$ cat config.mk
export PLATFORM = sky130hd
export DESIGN_NAME = sdrm_monitor
export DESIGN_NICKNAME = d
export VERILOG_FILES = /design/src/rtl/sdrm_mon_pkg.sv /design/src/rtl/sdrm_cmd_decode.sv /design/src/rtl/sdrm_bank_slot.sv /design/src/rtl/sdrm_burst_guard.sv /design/src/rtl/sdrm_monitor.sv
export SDC_FILE = /design/constraint.sdc
export NUM_CORES = 1
export LEC_CHECK = 0
export BUFFER_PORTS_ARGS = -buffer_cell sky130_fd_sc_hd__buf_4
export CORE_MARGIN = 2
export CORE_UTILIZATION = 50
export CTS_BUF_LIST = sky130_fd_sc_hd__clkbuf_16
export CTS_CLUSTER_DIAMETER = 120
export CTS_CLUSTER_SIZE = 20
export DETAILED_ROUTE_END_ITERATION = 7
export PLACE_DENSITY = 0.73
export SLEW_MARGIN = 10
export SYNTH_ARGS = -nofsm -noshare
export SYNTH_HDL_FRONTEND = slang
export SYNTH_SLANG_ARGS = --single-unit
$ cat constraint.sdc
create_clock -name clk -period 6.55 [get_ports clk]
set_input_delay 0.3275 -clock clk [delete_from_list [all_inputs] [get_ports clk]]
set_output_delay 0.3275 -clock clk [all_outputs]
set_load 0.02 [all_outputs]
$ cat src/rtl/sdrm_mon_pkg.sv
package sdrm_mon_pkg;

  typedef enum logic [3:0] {
    SC_NOP       = 4'd0,
    SC_DESEL     = 4'd1,
    SC_LMODE     = 4'd2,
    SC_REFRESH   = 4'd3,
    SC_ACT       = 4'd4,
    SC_READ      = 4'd5,
    SC_WRITE     = 4'd6,
    SC_BSTOP     = 4'd7,
    SC_PRE       = 4'd8,
    SC_PRE_ALL   = 4'd9,
    SC_SELF_IN   = 4'd10,
    SC_PDOWN_IN  = 4'd11,
    SC_CKE_EXIT  = 4'd12,
    SC_CKE_HOLD  = 4'd13,
    SC_CKE_BAD   = 4'd14
  } sd_cmd_e;

  // Lower code = higher priority.
  typedef enum logic [2:0] {
    SE_NONE      = 3'd0,
    SE_LMODE_GAP = 3'd1,
    SE_WBURST    = 3'd2,
    SE_NOT_IDLE  = 3'd3,
    SE_TRP       = 3'd4,
    SE_BANK_SHUT = 3'd5,
    SE_BANK_BUSY = 3'd6,
    SE_CKE_BAD   = 3'd7
  } sd_err_e;

  // Cycles after a write-with-auto-precharge that still belong to its burst.
  function automatic int unsigned wburst_tail(int unsigned blen);
    return blen / 2 - 1;
  endfunction

  // Countdown loaded into a bank timer when an auto-precharge access is accepted.
  function automatic int unsigned ap_lockout(int unsigned blen, int unsigned trp);
    return blen / 2 - 1 + trp;
  endfunction

  function automatic int unsigned cnt_width(int unsigned maxval);
    return (maxval < 1) ? 1 : $clog2(maxval + 1);
  endfunction

endpackage

$ cat src/rtl/sdrm_cmd_decode.sv
module sdrm_cmd_decode
  import sdrm_mon_pkg::*;
(
  input  logic    cke_prev,
  input  logic    cke_cur,
  input  logic    cs_n,
  input  logic    ras_n,
  input  logic    cas_n,
  input  logic    we_n,
  input  logic    ap,
  output sd_cmd_e cmd
);

  logic [2:0] rcw;
  assign rcw = {ras_n, cas_n, we_n};

  always_comb begin
    cmd = SC_CKE_BAD;
    case ({cke_prev, cke_cur})
      2'b11: begin
        if (cs_n) begin
          cmd = SC_DESEL;
        end else begin
          case (rcw)
            3'b000:  cmd = SC_LMODE;
            3'b001:  cmd = SC_REFRESH;
            3'b011:  cmd = SC_ACT;
            3'b101:  cmd = SC_READ;
            3'b100:  cmd = SC_WRITE;
            3'b110:  cmd = SC_BSTOP;
            3'b010:  cmd = ap ? SC_PRE_ALL : SC_PRE;
            default: cmd = SC_NOP;
          endcase
        end
      end
      2'b10: begin
        if (cs_n || rcw == 3'b111) cmd = SC_PDOWN_IN;
        else if (rcw == 3'b001)    cmd = SC_SELF_IN;
        else                       cmd = SC_CKE_BAD;
      end
      2'b01:   cmd = SC_CKE_EXIT;
      default: cmd = SC_CKE_HOLD;
    endcase
  end

endmodule

$ cat src/rtl/sdrm_bank_slot.sv
module sdrm_bank_slot
  import sdrm_mon_pkg::*;
#(
  parameter int unsigned BURST_LEN = 4,
  parameter int unsigned T_RP      = 3
) (
  input  logic clk,
  input  logic rst,
  input  logic act_go,
  input  logic close_now,
  input  logic ap_load,
  output logic is_open,
  output logic trp_busy
);

  localparam int unsigned LOCK_N = ap_lockout(BURST_LEN, T_RP);
  localparam int unsigned TMR_W  = cnt_width(LOCK_N);

  logic             open_q;
  logic [TMR_W-1:0] tmr_q;

  always_ff @(posedge clk) begin
    if (rst) begin
      open_q <= 1'b0;
      tmr_q  <= '0;
    end else begin
      if (act_go)         open_q <= 1'b1;
      else if (close_now) open_q <= 1'b0;
      if (ap_load)            tmr_q <= TMR_W'(LOCK_N);
      else if (tmr_q != '0)   tmr_q <= tmr_q - TMR_W'(1);
    end
  end

  assign is_open  = open_q;
  assign trp_busy = (tmr_q != '0);

  AST_OPEN_CLOSE_EXCL: assert property (@(posedge clk) disable iff (rst)
    !(act_go && close_now));

  AST_TRP_COUNTDOWN: assert property (@(posedge clk) disable iff (rst)
    (trp_busy && !ap_load) |=> (tmr_q == $past(tmr_q) - TMR_W'(1)));

  AST_ACT_OPENS: assert property (@(posedge clk) disable iff (rst)
    act_go |=> is_open);

endmodule

$ cat src/rtl/sdrm_burst_guard.sv
module sdrm_burst_guard
  import sdrm_mon_pkg::*;
#(
  parameter int unsigned BURST_LEN = 4
) (
  input  logic clk,
  input  logic rst,
  input  logic wburst_start,
  input  logic lmode_start,
  output logic wburst_busy,
  output logic lmode_hold
);

  localparam int unsigned TAIL_N = wburst_tail(BURST_LEN);
  localparam int unsigned CNT_W  = cnt_width(TAIL_N);

  logic [CNT_W-1:0] tail_q;
  logic             lm_q;

  always_ff @(posedge clk) begin
    if (rst) begin
      tail_q <= '0;
      lm_q   <= 1'b0;
    end else begin
      lm_q <= lmode_start;
      if (wburst_start)        tail_q <= CNT_W'(TAIL_N);
      else if (tail_q != '0)   tail_q <= tail_q - CNT_W'(1);
    end
  end

  assign wburst_busy = (tail_q != '0);
  assign lmode_hold  = lm_q;

  AST_LMODE_HOLD_SET: assert property (@(posedge clk) disable iff (rst)
    lmode_start |=> lmode_hold);

  AST_LMODE_HOLD_ONE: assert property (@(posedge clk) disable iff (rst)
    (lmode_hold && !lmode_start) |=> !lmode_hold);

endmodule

$ cat src/rtl/sdrm_monitor.sv
module sdrm_monitor
  import sdrm_mon_pkg::*;
#(
  parameter int unsigned BURST_LEN = 4,
  parameter int unsigned T_RP      = 3
) (
  input  logic       clk,
  input  logic       rst,
  input  logic       cke_prev,
  input  logic       cke_cur,
  input  logic       cs_n,
  input  logic       ras_n,
  input  logic       cas_n,
  input  logic       we_n,
  input  logic [1:0] ba,
  input  logic       ap,
  output logic [3:0] cmd_o,
  output logic [1:0] bank_o,
  output logic       illegal_o,
  output logic [2:0] err_o
);

  localparam int unsigned NBANK  = 4;
  localparam int unsigned TAIL_N = wburst_tail(BURST_LEN);

  sd_cmd_e          cmd_c;
  sd_err_e          err_c;
  logic [NBANK-1:0] open_v, trp_v, act_go, close_now, ap_load;
  logic             wburst_busy, lmode_hold, ok_c;
  logic             is_access, needs_idle, quiet, all_idle, has_bank;
  logic             bank_open, bank_trp, wburst_start, lmode_start;

  sdrm_cmd_decode u_dec (
    .cke_prev(cke_prev), .cke_cur(cke_cur), .cs_n(cs_n),
    .ras_n(ras_n), .cas_n(cas_n), .we_n(we_n), .ap(ap), .cmd(cmd_c)
  );

  assign is_access  = (cmd_c == SC_READ) || (cmd_c == SC_WRITE);
  assign needs_idle = (cmd_c == SC_LMODE) || (cmd_c == SC_REFRESH) || (cmd_c == SC_SELF_IN);
  assign quiet      = (cmd_c == SC_NOP) || (cmd_c == SC_DESEL);
  assign has_bank   = is_access || (cmd_c == SC_ACT) || (cmd_c == SC_PRE);
  assign all_idle   = (open_v == '0) && (trp_v == '0);
  assign bank_open  = open_v[ba];
  assign bank_trp   = trp_v[ba];

  always_comb begin
    if (lmode_hold && !quiet)                 err_c = SE_LMODE_GAP;
    else if (wburst_busy && is_access)        err_c = SE_WBURST;
    else if (needs_idle && !all_idle)         err_c = SE_NOT_IDLE;
    else if (cmd_c == SC_ACT && bank_trp)     err_c = SE_TRP;
    else if (is_access && !bank_open)         err_c = SE_BANK_SHUT;
    else if (cmd_c == SC_ACT && bank_open)    err_c = SE_BANK_BUSY;
    else if (cmd_c == SC_CKE_BAD)             err_c = SE_CKE_BAD;
    else                                      err_c = SE_NONE;
  end

  assign ok_c         = (err_c == SE_NONE);
  assign wburst_start = ok_c && (cmd_c == SC_WRITE) && ap;
  assign lmode_start  = ok_c && (cmd_c == SC_LMODE);

  for (genvar b = 0; b < NBANK; b++) begin : g_bank
    logic hit;
    assign hit          = (ba == 2'(b));
    assign act_go[b]    = ok_c && (cmd_c == SC_ACT) && hit;
    assign ap_load[b]   = ok_c && is_access && ap && hit;
    assign close_now[b] = ok_c && (((cmd_c == SC_PRE) && hit) ||
                                   (cmd_c == SC_PRE_ALL) || (is_access && ap && hit));
    sdrm_bank_slot #(.BURST_LEN(BURST_LEN), .T_RP(T_RP)) u_slot (
      .clk(clk), .rst(rst), .act_go(act_go[b]), .close_now(close_now[b]),
      .ap_load(ap_load[b]), .is_open(open_v[b]), .trp_busy(trp_v[b])
    );
  end

  sdrm_burst_guard #(.BURST_LEN(BURST_LEN)) u_guard (
    .clk(clk), .rst(rst), .wburst_start(wburst_start), .lmode_start(lmode_start),
    .wburst_busy(wburst_busy), .lmode_hold(lmode_hold)
  );

  always_ff @(posedge clk) begin
    if (rst) begin
      cmd_o     <= SC_NOP;
      bank_o    <= '0;
      illegal_o <= 1'b0;
      err_o     <= SE_NONE;
    end else begin
      cmd_o     <= cmd_c;
      bank_o    <= has_bank ? ba : 2'd0;
      illegal_o <= !ok_c;
      err_o     <= err_c;
    end
  end

  AST_ONE_ACT: assert property (@(posedge clk) disable iff (rst)
    $onehot0(act_go));

  AST_ACT_TO_OPEN: assert property (@(posedge clk) disable iff (rst)
    (cmd_c == SC_ACT && ok_c) |=> open_v[$past(ba)]);

  AST_IDLE_ONLY: assert property (@(posedge clk) disable iff (rst)
    (needs_idle && (open_v != '0)) |-> !ok_c);

  AST_LMODE_GAP: assert property (@(posedge clk) disable iff (rst)
    lmode_start |=> (quiet || err_c == SE_LMODE_GAP));

  AST_WBURST_BLOCK: assert property (@(posedge clk) disable iff (rst)
    (wburst_start && TAIL_N > 0) |=> (!is_access || err_c == SE_WBURST));

  AST_ILLEGAL_KEEPS: assert property (@(posedge clk) disable iff (rst)
    !ok_c |=> (open_v == $past(open_v)));

  AST_FLAG_MATCH: assert property (@(posedge clk) disable iff (rst)
    illegal_o == (err_o != 3'd0));

  AST_RESET_CLEAR: assert property (@(posedge clk)
    rst |=> (open_v == '0 && !illegal_o && !wburst_busy));

endmodule

==> metrics.csv <==
metric,value,unit
status,"finished, final reports clean",
r2r-end,g_bank[3].u_slot.tmr_q[0],
cts_setup_buffers,0,
cts_sinks,28,
core_area,3610,um^2
vias,1570,
cts-root-buf,clkbuf_16,
cp_max_fo,12,
hp-start,ap,
dp_slack,3.36,ns
synth_area_leader_cell,dfxtp_1,
final_cells,271,
antenna_found_initial,0,
ys_types,57,
diodes,0,
clockBufferDepth,2,
syn_area_per_cell,8.98,um^2
area_delta_synth_final,12.8,%
max_slew.worst_pin.slew,1.13,ns
overflow,0,
syn_inst,205,
critical_path_buf_inv_count,1,
criticalPathCategory,reg2reg,
rsz0062_at_grt,false,
die-area,4180,um^2
wl_met1,1800,um
synth_xor_area_share,2.86,%
post-route-util,57.6,%
ctsResizeCount,0,
synthAdderAreaFrac,8.16,%
hold_depth,3,
grt_pass1_vias,1376,
drt_wl_total,3830,um
synthArstFlopShare,0,%
slew_headroom,23.7,%
drv_cap,0,
fin_nets,247,
synth_top_cell_area_share,30.5,%
rr_startpoint,g_bank[1].u_slot.tmr_q[0],
ys_seq_elements,28,
synth_simple_gate_area_share,22.7,%
grt_max_degree,22,
crit_required,6.65,ns
cellPowerDensity,316,nW/um^2
drive_gt1_share,21.5,%
min_to,u_guard.wburst_busy,
drcViolationCount,0,
ctsHoldBuffers,0,
slowest_stage,nor4_2,
crit_family,simple AND/OR/NAND/NOR gates,
period_minus_slack,3.00,ns
clkTransAtPathRegs,0.07,ns
cellLeakagePower,0.839,nW
first_iter_violations,84,
wl_per_cell,14.1,um
synth-edff-count,0,
endpoint_kind,flop,
grtUsageTotal,18.9,%
postRouteAntennaNets,0,
worstSkewPairLatency,0.26,ns
final_cell_mix,"28 x dfxtp_1, 20 x buf_4, 19 x inv_1, 19 x nor2_1, 12 x ha_1",
hold_path_class,in2reg,
hold_viol_final,0,
place_inst,267,
yosysWarnings,0,
syn-cell-area,1840,um^2
port_buffers,20,
final_common_cell,dfxtp_1,
initial_core_util,51.0,%
io-pin-count,21,
synth_compound_area_share,25.0,%
route.met3.wl,178,um
reg2reg_slack,3.55,ns
reg2reg_depth,8,
critPathMaxStageDelay,1.01,ns
synth_flop_cell,dfxtp_1,
syn-num-nets,228,
dieHeight,64.7,um
fmax,0.333,GHz
synth_area_leaders,"dfxtp_1 30%, ha_1 8.2%, inv_1 3.9%, nor2_1 3.9%, a221oi_4 2.9%",
die_w,64.7,um
final.period_utilization,45.9,%
routed.top_layer,met4,
met2WireLength,1770,um
finalClockSkew,0.00179,ns
htree_levels,1,
fin_ws,3.55,ns
crit_chain,"inv_1, ha_1, nor2b_1, nand4_1, o221ai_1, o211ai_1, nor4_2, a311oi_1",
drv_slew,0,
report.final.setup_viol,0,
viasPerCell,5.79,
yosysSeqAreaShare,30.5,%
cp-start-kind,flop,
muxShareOfSynthArea,4.08,%
ir_worst_vdd,0.127,mV
core.rowCount,22,
synth_top_family_by_area,compound AO/OA/AOI/OAI gates,
hpwlAfterDp,2940,um
grt_pass1_wl,6240,um
dr.pass1.iters,5,
nFillCells,331,
gp_congestion,0.865,
tns,0,ns
tritoncts,built,
worstPathArrival,3.10,ns
cts_made_buffers,3,
==> where the power goes <==
group          switching (W)  internal, W  leakage, nW
clock              0.0000556    0.0000818       0.0385
sequential         0.0000173     0.000209        0.230
combinational       0.000161     0.000131        0.570
total               0.000233     0.000422        0.839
==> stage by stage <==
| step | hold WS (ns) | instance area (um^2) | power [W] |
|---|---|---|---|
| floorplan | 0.453 | 1840 | 0.000463 |
| global placement | 0.504 | 2000 | 0.000516 |
| detailed placement | 0.514 | 2000 | 0.000521 |
| CTS | 0.322 | 2080 | 0.000659 |
| global route | 0.349 | 2080 | 0.000703 |
| finish | 0.321 | 2080 | 0.000656 |
==> synth_stat cells (5+ instances only) <==
master and count:
dfxtp_1 28, o211ai_1 6, ha_1 12, nand2_1 11, nor2_1 19, nand3_1 7, nor2b_1 7, inv_1 19
xnor2_1 6, a21oi_1 6, nand4_1 5, a211oi_1 5
==> state kept, by name (all words and copies together), names as in the netlist <==
signal / cells
bank_o: 2
cmd_o: 4
illegal_o: 1
u_guard.lmode_hold: 1
g_bank.u_slot.is_open: 4
err_o: 3
g_bank.u_slot.tmr_q: 12
u_guard.wburst_busy: 1
==> logic make-up after synthesis <==
group                      after synthesis
DFF                                     28
muxes                                    5
AOI/OAI and AO/OA                       52
adders and majority gates               12
xor gates and xnor gates                 6
and+or+nand+nor                         77
buffers and inverters                   25
==> final cells by class <==
cell class              count  area [um^2]  area share (%)
clock buffers               3         75.1            3.61
clock inverters             1         3.75           0.181
inverters                  19         71.3            3.43
multi-input cells         152         1160            55.7
flip-flops and latches     28          561            27.0
well taps                  48         60.1            2.89
repair buffers             20          150            7.23
==> worst min-delay path, delay by kind of cell <==
| kind | cells | cell delay [ns] |
|---|---|---|
| buffers and inverters | 1 | 0.12 |
| AND/OR/NAND/NOR | 2 | 0.09 |
==> metal layers <==
metal	vias up	global-route usage (%)
li1	793	-
met1	731	24.7
met2	36	30.6
met3	10	3.13
met4	0	8.51
met5	-	0
==> worst max-delay path by stage <==
stage / start / end / slack, ns / cells past startpoint
6_report: g_bank[1].u_slot.tmr_q[0] / g_bank[3].u_slot.tmr_q[0] / 3.55 / 8
3_5_place_dp: cke_prev / g_bank[3].u_slot.tmr_q[0] / 3.36 / 7
5_1_grt: g_bank[2].u_slot.tmr_q[0] / g_bank[0].u_slot.tmr_q[1] / 3.23 / 8
2_1_floorplan: cke_cur / g_bank[0].u_slot.tmr_q[2] / 4.15 / 10
4_1_cts: g_bank[1].u_slot.tmr_q[0] / g_bank[3].u_slot.tmr_q[0] / 3.54 / 8
3_3_place_gp: cke_prev / g_bank[3].u_slot.tmr_q[0] / 3.39 / 7
Power figures use the tool's default switching activity.
